File: config.mk
export PLATFORM = sky130hd
export DESIGN_NAME = sdram_srf_seq
export DESIGN_NICKNAME = d
export VERILOG_FILES = /design/src/rtl/sdram_srf_pkg.sv /design/src/rtl/srf_timer.sv /design/src/rtl/srf_fsm.sv /design/src/rtl/srf_cmd_enc.sv /design/src/rtl/sdram_srf_seq.sv
export SDC_FILE = /design/constraint.sdc
export NUM_CORES = 1
export LEC_CHECK = 0
export ABC_AREA = 1
export CAP_MARGIN = 15
export CORE_AREA = 2 2 39 41
export DETAILED_ROUTE_END_ITERATION = 7
export DIE_AREA = 0 0 41 43
export DONT_BUFFER_PORTS = 1
export PLACE_DENSITY_LB_ADDON = 0.1
export SYNTH_ARGS = -nofsm -noshare
export SYNTH_HDL_FRONTEND = slang
export SYNTH_SLANG_ARGS = --single-unit
export TNS_END_PERCENT = 10
File: constraint.sdc
create_clock -name clk_i -period 1.67 [get_ports clk_i]
set_input_delay 0.334 -clock clk_i [delete_from_list [all_inputs] [get_ports clk_i]]
set_output_delay 0.334 -clock clk_i [all_outputs]
set_load 0.005 [all_outputs]
File: src/rtl/sdram_srf_pkg.sv
package sdram_srf_pkg;

  typedef enum logic [2:0] {
    ST_IDLE,
    ST_PRE,
    ST_RP,
    ST_ENTER,
    ST_SELF,
    ST_EXIT,
    ST_AREF
  } srf_st_e;

  typedef struct packed {
    logic cs_n;
    logic ras_n;
    logic cas_n;
    logic we_n;
  } sd_cmd_t;

  localparam sd_cmd_t CMD_INH  = 4'b1111;
  localparam sd_cmd_t CMD_NOP  = 4'b0111;
  localparam sd_cmd_t CMD_PRE  = 4'b0010;
  localparam sd_cmd_t CMD_AREF = 4'b0001;

  // ceil(ns / period), never below two cycles
  function automatic int ns2cyc(input int ns, input int clk_ns);
    int c;
    c = (ns + clk_ns - 1) / clk_ns;
    return (c < 2) ? 2 : c;
  endfunction

endpackage

File: src/rtl/srf_timer.sv
module srf_timer #(
  parameter int CNT_W = 3
) (
  input  logic             clk_i,
  input  logic             rst_ni,
  input  logic             load_i,
  input  logic [CNT_W-1:0] load_val_i,
  output logic             zero_o
);

  logic [CNT_W-1:0] cnt_q;

  always_ff @(posedge clk_i or negedge rst_ni) begin
    if (!rst_ni)              cnt_q <= '0;
    else if (load_i)          cnt_q <= load_val_i;
    else if (cnt_q != '0)     cnt_q <= cnt_q - 1'b1;
  end

  assign zero_o = (cnt_q == '0);

endmodule

File: src/rtl/srf_fsm.sv
module srf_fsm
  import sdram_srf_pkg::*;
#(
  parameter int CNT_W  = 3,
  parameter int RP_LD  = 0,
  parameter int RAS_LD = 1,
  parameter int XSR_LD = 3
) (
  input  logic             clk_i,
  input  logic             rst_ni,
  input  logic             sleep_req_i,
  input  logic             wake_req_i,
  input  logic             clk_stable_i,
  input  logic             zero_i,
  output srf_st_e          st_o,
  output logic             load_o,
  output logic [CNT_W-1:0] load_val_o
);

  srf_st_e st_q, st_d;
  logic    pend_q;
  logic    go_exit;

  // wake is latched from the start of entry until exit begins
  always_ff @(posedge clk_i or negedge rst_ni) begin
    if (!rst_ni)                                pend_q <= 1'b0;
    else if (st_q == ST_IDLE || st_q == ST_EXIT) pend_q <= 1'b0;
    else if (wake_req_i)                        pend_q <= 1'b1;
  end

  assign go_exit = zero_i && clk_stable_i && (pend_q || wake_req_i);

  always_comb begin
    st_d       = st_q;
    load_o     = 1'b0;
    load_val_o = '0;
    unique case (st_q)
      ST_IDLE:  if (sleep_req_i) st_d = ST_PRE;
      ST_PRE: begin
        st_d       = ST_RP;
        load_o     = 1'b1;
        load_val_o = CNT_W'(RP_LD);
      end
      ST_RP:    if (zero_i) st_d = ST_ENTER;
      ST_ENTER: begin
        st_d       = ST_SELF;
        load_o     = 1'b1;
        load_val_o = CNT_W'(RAS_LD);
      end
      ST_SELF: if (go_exit) begin
        st_d       = ST_EXIT;
        load_o     = 1'b1;
        load_val_o = CNT_W'(XSR_LD);
      end
      ST_EXIT:  if (zero_i) st_d = ST_AREF;
      ST_AREF:  st_d = ST_IDLE;
      default:  st_d = ST_IDLE;
    endcase
  end

  always_ff @(posedge clk_i or negedge rst_ni) begin
    if (!rst_ni) st_q <= ST_IDLE;
    else         st_q <= st_d;
  end

  assign st_o = st_q;

endmodule

File: src/rtl/srf_cmd_enc.sv
module srf_cmd_enc
  import sdram_srf_pkg::*;
(
  input  srf_st_e st_i,
  output logic    cke_o,
  output sd_cmd_t cmd_o,
  output logic    a10_o,
  output logic    busy_o,
  output logic    in_sr_o,
  output logic    restart_o
);

  always_comb begin
    cke_o     = 1'b1;
    cmd_o     = CMD_INH;
    a10_o     = 1'b0;
    restart_o = 1'b0;
    unique case (st_i)
      ST_PRE: begin
        cmd_o = CMD_PRE;
        a10_o = 1'b1;
      end
      ST_RP:    cmd_o = CMD_NOP;
      ST_ENTER: begin
        cmd_o = CMD_AREF;
        cke_o = 1'b0;
      end
      ST_SELF:  cke_o = 1'b0;
      ST_EXIT:  cmd_o = CMD_NOP;
      ST_AREF: begin
        cmd_o     = CMD_AREF;
        restart_o = 1'b1;
      end
      default:  cmd_o = CMD_INH;
    endcase
  end

  assign busy_o  = (st_i != ST_IDLE);
  assign in_sr_o = (st_i == ST_ENTER) || (st_i == ST_SELF);

endmodule

File: src/rtl/sdram_srf_seq.sv
module sdram_srf_seq
  import sdram_srf_pkg::*;
#(
  parameter int CLK_NS  = 20,
  parameter int TRP_NS  = 20,
  parameter int TRAS_NS = 44,
  parameter int TXSR_NS = 75,
  parameter int BA_W    = 2
) (
  input  logic            clk_i,
  input  logic            rst_ni,
  input  logic            sleep_req_i,
  input  logic            wake_req_i,
  input  logic            clk_stable_i,
  output logic            cke_o,
  output logic            cs_n_o,
  output logic            ras_n_o,
  output logic            cas_n_o,
  output logic            we_n_o,
  output logic            a10_o,
  output logic [BA_W-1:0] ba_o,
  output logic            busy_o,
  output logic            in_sr_o,
  output logic            rt_restart_o
);

  localparam int TRP_CYC  = ns2cyc(TRP_NS, CLK_NS);
  localparam int TRAS_CYC = ns2cyc(TRAS_NS, CLK_NS);
  localparam int TXSR_CYC = ns2cyc(TXSR_NS, CLK_NS);
  // timed states last load+1 cycles; PRE and ENTER supply one more each
  localparam int RP_LD    = TRP_CYC - 2;
  localparam int RAS_LD   = TRAS_CYC - 2;
  localparam int XSR_LD   = TXSR_CYC - 1;
  localparam int MAX_LD   = (XSR_LD > RAS_LD) ? ((XSR_LD > RP_LD) ? XSR_LD : RP_LD)
                                              : ((RAS_LD > RP_LD) ? RAS_LD : RP_LD);
  localparam int CNT_W    = $clog2(MAX_LD + 2);

  srf_st_e          st;
  logic             tmr_load, tmr_zero;
  logic [CNT_W-1:0] tmr_val;
  sd_cmd_t          cmd;

  srf_fsm #(
    .CNT_W (CNT_W),
    .RP_LD (RP_LD),
    .RAS_LD(RAS_LD),
    .XSR_LD(XSR_LD)
  ) u_fsm (
    .clk_i       (clk_i),
    .rst_ni      (rst_ni),
    .sleep_req_i (sleep_req_i),
    .wake_req_i  (wake_req_i),
    .clk_stable_i(clk_stable_i),
    .zero_i      (tmr_zero),
    .st_o        (st),
    .load_o      (tmr_load),
    .load_val_o  (tmr_val)
  );

  srf_timer #(.CNT_W(CNT_W)) u_timer (
    .clk_i     (clk_i),
    .rst_ni    (rst_ni),
    .load_i    (tmr_load),
    .load_val_i(tmr_val),
    .zero_o    (tmr_zero)
  );

  srf_cmd_enc u_enc (
    .st_i     (st),
    .cke_o    (cke_o),
    .cmd_o    (cmd),
    .a10_o    (a10_o),
    .busy_o   (busy_o),
    .in_sr_o  (in_sr_o),
    .restart_o(rt_restart_o)
  );

  assign {cs_n_o, ras_n_o, cas_n_o, we_n_o} = cmd;
  assign ba_o = '0;

endmodule

Yosys cells after proc, flatten, opt, wreduce, memory -nomap -nowiden
Cells that the tools add are included.
Word-level totals
  flip-flop bits (word level): 7
  bits in latches: 0
  RAM bits: 0
  bits in read-only memories: 0
  input port bits: 5
  output and inout port bits: 11
  logic and storage cells: 47
  memories kept: 0
Cells by class
  add/sub/neg operators: 1
  multipliers: 0
  divide/modulo/power cells: 0
  magnitude comparators: 0
  equality and inequality tests: 10
  shift-type cells: 0
  mux-type cells: 17
  bitwise operators: 0
  reductions and logical operators: 16
Operators by type and width (count)
  $mux W3: 6
  $pmux W3 S6: 1
  $pmux W4 S3: 1
  $eq A3 B3 Y1 const B: 3
  $ne A2 B2 Y1 const B: 4
  $reduce_or A2 Y1: 4
  $eq A3 B2 Y1 const B: 2
  $logic_not A3 Y1: 2
  $mux W1: 6
  $pmux W3 S2: 1
  $reduce_bool A3 Y1: 2
  $reduce_and A4 Y1: 1
  $reduce_bool A2 Y1: 2
  $eq A3 B1 Y1 const B: 1
  $logic_or A1 B1 Y1: 3
  $sub A3 B1 Y3 const B: 1
  $logic_and A1 B1 Y1: 2
  $mux W2: 1
  $pmux W1 S2: 1

Logic depth before layout (Yosys ltp)
  depth after elaboration: 6
  depth in mapped cells: 8
  mapped depth without buffers: 8

Modules after synthesis
From an unflattened synthesis, not the netlist that was laid out.
Unflattened totals
  cells, all modules: 102
  area total of the unflattened synthesis: 603.1 um^2
By module, submodules not included
  srf_fsm: instances 1, cells an instance 43, area an instance 281.5 um^2, sequential area each 100.1 um^2
  srf_timer: instances 1, cells an instance 32, area an instance 207.7 um^2, sequential area each 75.1 um^2
  srf_cmd_enc: instances 1, cells an instance 24, area an instance 95.1 um^2, sequential area each 0.0 um^2
  sdram_srf_seq: instances 1, cells an instance 3, area an instance 18.8 um^2, sequential area each 0.0 um^2

Least setup slack after synthesis
OpenSTA, ideal clock, no wires.
  path type: register to output
  start point: reg u_fsm.st_q[2] (netlist: u_fsm.st_o[2])
  end point: out cke_o
  arrival: 0.916 ns
  required time: 1.336 ns
  slack: 0.420 ns
  stages on the path, launching flop included: 7
  path buffers: 0
  cells stage by stage: dfrtp_1 nor2_4 inv_2 nor2_2 inv_1 nand2_1 inv_1
On the way
  cells in the longest elaborated chain, start to end: 3
  elaborated cells on any way between the ends: 4
  classes of those cells: 2 x eq/ne; 1 x mux; 1 x reduce/logical
Ends and longest elaborated chain
  start, declared: line srf_fsm.sv:20  | srf_st_e st_q, st_d;
  start signal, assigned: line srf_fsm.sv:63  | else st_q <= st_d;
  $eq A3 B3 Y1 / $eq A3 B2 Y1 (equally long branches): line srf_cmd_enc.sv:18  | unique case (st_i)
  $reduce_or A2 Y1 (no line) *
  $mux W1 *: line srf_cmd_enc.sv:18
  end, declared: line sdram_srf_seq.sv:15  | output logic cke_o,
Mark *: on every way between the ends. The rest lies on a longest branch, timed or not.

Worst setup path after layout
  start point: reg u_fsm.st_q[0] (netlist: u_fsm.st_o[0])
  end point: out cs_n_o
On the way
  cells in the longest elaborated chain, start to end: 3
  elaborated cells on any way between the ends: 8
  classes of those cells: 5 x eq/ne; 1 x mux; 2 x reduce/logical
Ends and longest elaborated chain
  $eq A3 B3 Y1 / $eq A3 B2 Y1 (equally long branches): line srf_cmd_enc.sv:18
  $reduce_or A2 Y1 (no line)
  $pmux W4 S3 *: line srf_cmd_enc.sv:18
  end, declared: line sdram_srf_seq.sv:16  | output logic cs_n_o,
Marked as above.

==> flow_summary.toml <==
[critical_path]
worst_setup_path_end_kind = "output port"
cp-endpoint = "cs_n_o"
required_ns = 1.34
ff2ff_path_depth = 9
worst-path-stages = 4
startpoint = "u_fsm.st_o[0]"
path_buf_inv = 1
critPathKind = "flop to output port"
slowest_stage = "dfrtp_1"
crit_arrival_ns = 1.23
cpLargestDelayFamily = "simple AND/OR/NAND/NOR gates"
path_cells = "inv_2 -> nand2_1 -> nor2_1 -> nor3_1"
reg2reg_slack_ns = 0.40
reg2reg_from = "u_timer.cnt_q[0]"
crit_path_start_kind = "flop"
crit_fanout = 6
r2r-end = "u_fsm.st_o[1]"
slowest_delay_ns = 0.41

[synthesis]
ys.warnings.count = 0
syn_avg_cell_area_um2 = 7.13
yosysUniqueCellTypes = 23
synth_cells = 69
synth-seq-cells = 7
synth_area_um2 = 492
yosysSeqAreaShare_pct = 35.6

[final_layout]
drive_gt1_share_pct = 22.4
antenna_cells = 0
area_growth_pct = 15.0
final_cells = 92
fin_area_um2 = 566
layout.nets = 84

[clocking]
clock_latency_ns = 0.25
cts_htree_levels = 1
cts_tree = "done"
cts_buffer_depth = 2
clk_pin_slew_worst_paths_ns = 0.05
cts_num_sinks = 7
root_buffer = "clkbuf_4"
cts_made_buffers = 3

[die]
die_x_um = 41
core_mm2 = 0.00138
die_y_um = 43
initial_core_util_pct = 35.5
ioPinCount = 16
die_area_mm2 = 0.00176
num_rows = 14

[global_routing]
antenna_found_initial = 0
grt_max_degree = 8
grt_use_total_pct = 15.0
grt_pass1_wl_um = 1760
first_global_vias = 429
gr-total-overflow = 0

[power_and_ir_drop]
leakage_nw = 0.288
power_density_mw_per_mm2 = 2060
irDropWorstVdd_v = 0.00101

[sta]
setup_viol = 0
tns_ns = 0
rsz0062_at_grt = "false"
skew_ns = 0.00454
min_period_over_period_pct = 93.4
finalHoldViolCount = 0
max_freq_mhz = 641
period_minus_slack_ns = 1.56
setup_ws_ns = 0.110
slew_viol_final = 0

[placed_design]
io_buffers = 0
placed_cells = 85
dp_hpwl_um = 839
place_congestion = 0.827
place_ws_ns = 0.341
place_area_um2 = 508

[job]
max_cap_viol_count = 0

[status]
status = "completed"

[drt]
vias_per_cell = 4.72
drc = 0
wl_per_cell_um = 11.1
first_pass_iters = 4
num_vias = 434
routed_wl_um = 1020
ant_nets = 0
drt_iter0_markers = 6

[min_path]
worstHoldPathType = "primary input to flop"
worst reg2reg max path, cell delays in order (launching register included):
cell and delay (ns):
dfrtp_1 0.37, inv_1 0.10, ha_1 0.15, inv_1 0.04, nor2_1 0.08, buf_4 0.15, inv_1 0.06, nand2_1 0.09
nand4_1 0.09, nand2_1 0.08
Yosys cell counts (all sizes together):
cell / number / area share, %
o211ai: 1 / 1.5
conb: 1 / 0.76
ha: 2 / 5.1
nand4: 4 / 5.1
or2: 2 / 2.5
nand2: 14 / 11
dfrtp: 7 / 36
xnor2: 1 / 1.8
and3: 1 / 1.3
inv: 15 / 11
nand3b: 1 / 1.5
nand3: 4 / 4.1
o21ai: 4 / 4.1
nor2: 7 / 7.9
a21oi: 1 / 1.0
buf: 2 / 3.1
nor3: 2 / 2.0
report_power, final:
part           internal, mW  leakage [nW]  switching [mW]
sequential            0.256        0.0853          0.0674
clock                0.0911        0.0150          0.0612
combinational         0.270         0.188           0.418
through the flow:
stage,hold slack [ns],utilization (%),power (mW)
floorplan,0.0384,-,0.824
global placement,0.0386,36.7,0.981
detailed placement,0.0386,36.7,0.966
CTS,0.262,39.3,1.13
global route,0.266,40.9,1.32
finish,0.266,40.9,1.16
cells by family (layout without fill, tap and decap cells):
kind of cell	after synthesis	after routing	synth area share, %
buffers and inverters	17	23	14.5
DFF	7	7	35.6
and+or+nand+nor	35	35	35.6
AOI/OAI and AO/OA	6	6	6.61
adders and majority gates	2	2	5.09
xor gates and xnor gates	1	1	1.78
other	1	2	0.763
how the worst min path moves through the flow:
stage / depth (start not counted) / slack (ns) / to / from
floorplan: 0 / 0.04 / u_fsm.pend_q / rst_ni
global placement: 0 / 0.04 / u_timer.cnt_q[1] / rst_ni
detailed placement: 0 / 0.04 / u_timer.cnt_q[1] / rst_ni
CTS: 2 / 0.26 / u_timer.cnt_q[0] / clk_stable_i
global route: 2 / 0.27 / u_timer.cnt_q[0] / clk_stable_i
finish: 2 / 0.27 / u_timer.cnt_q[0] / clk_stable_i
routing by layer:
layer	up-vias	part of all wire, %	global-route usage [%]
met4	0	0	4.00
met3	0	5.3	8.38
met2	10	52	23.8
met5	-	0	0
li1	225	-	-
met1	199	42	16.6
flip-flops by register name, indices dropped and copies added (netlist names):
register	flops
u_timer.cnt_q	3
u_fsm.st_o	3
u_fsm.pend_q	1
cell usage in the layout (no fill, tap or decap), drive strengths merged:
master	n
a21oi	1
and3	1
buf	3
clkbuf	4
conb	2
dfrtp	7
dlygate4sd3	1
ha	2
inv	15
nand2	14
nand3	4
nand3b	1
nand4	4
nor2	7
nor3	2
o211ai	1
o21ai	4
or2	2
xnor2	1
repair_timing:
item                       in CTS  in global routing
hold endpoints to repair        7                  0
hold buffers                    1                  0
setup endpoints to repair       0                  1
gates resized for setup         0                  3
setup buffers                   0                  2
layout make-up:
class	count	area [um^2]
inverter	15	58.8
tap	16	20.0
multi-input combinational	46	251
fill	160	818
clock buffer	4	26.3
timing repair buffer	4	32.5
sequential	7	176
Note: power is estimated with default switching activity, not from simulation.
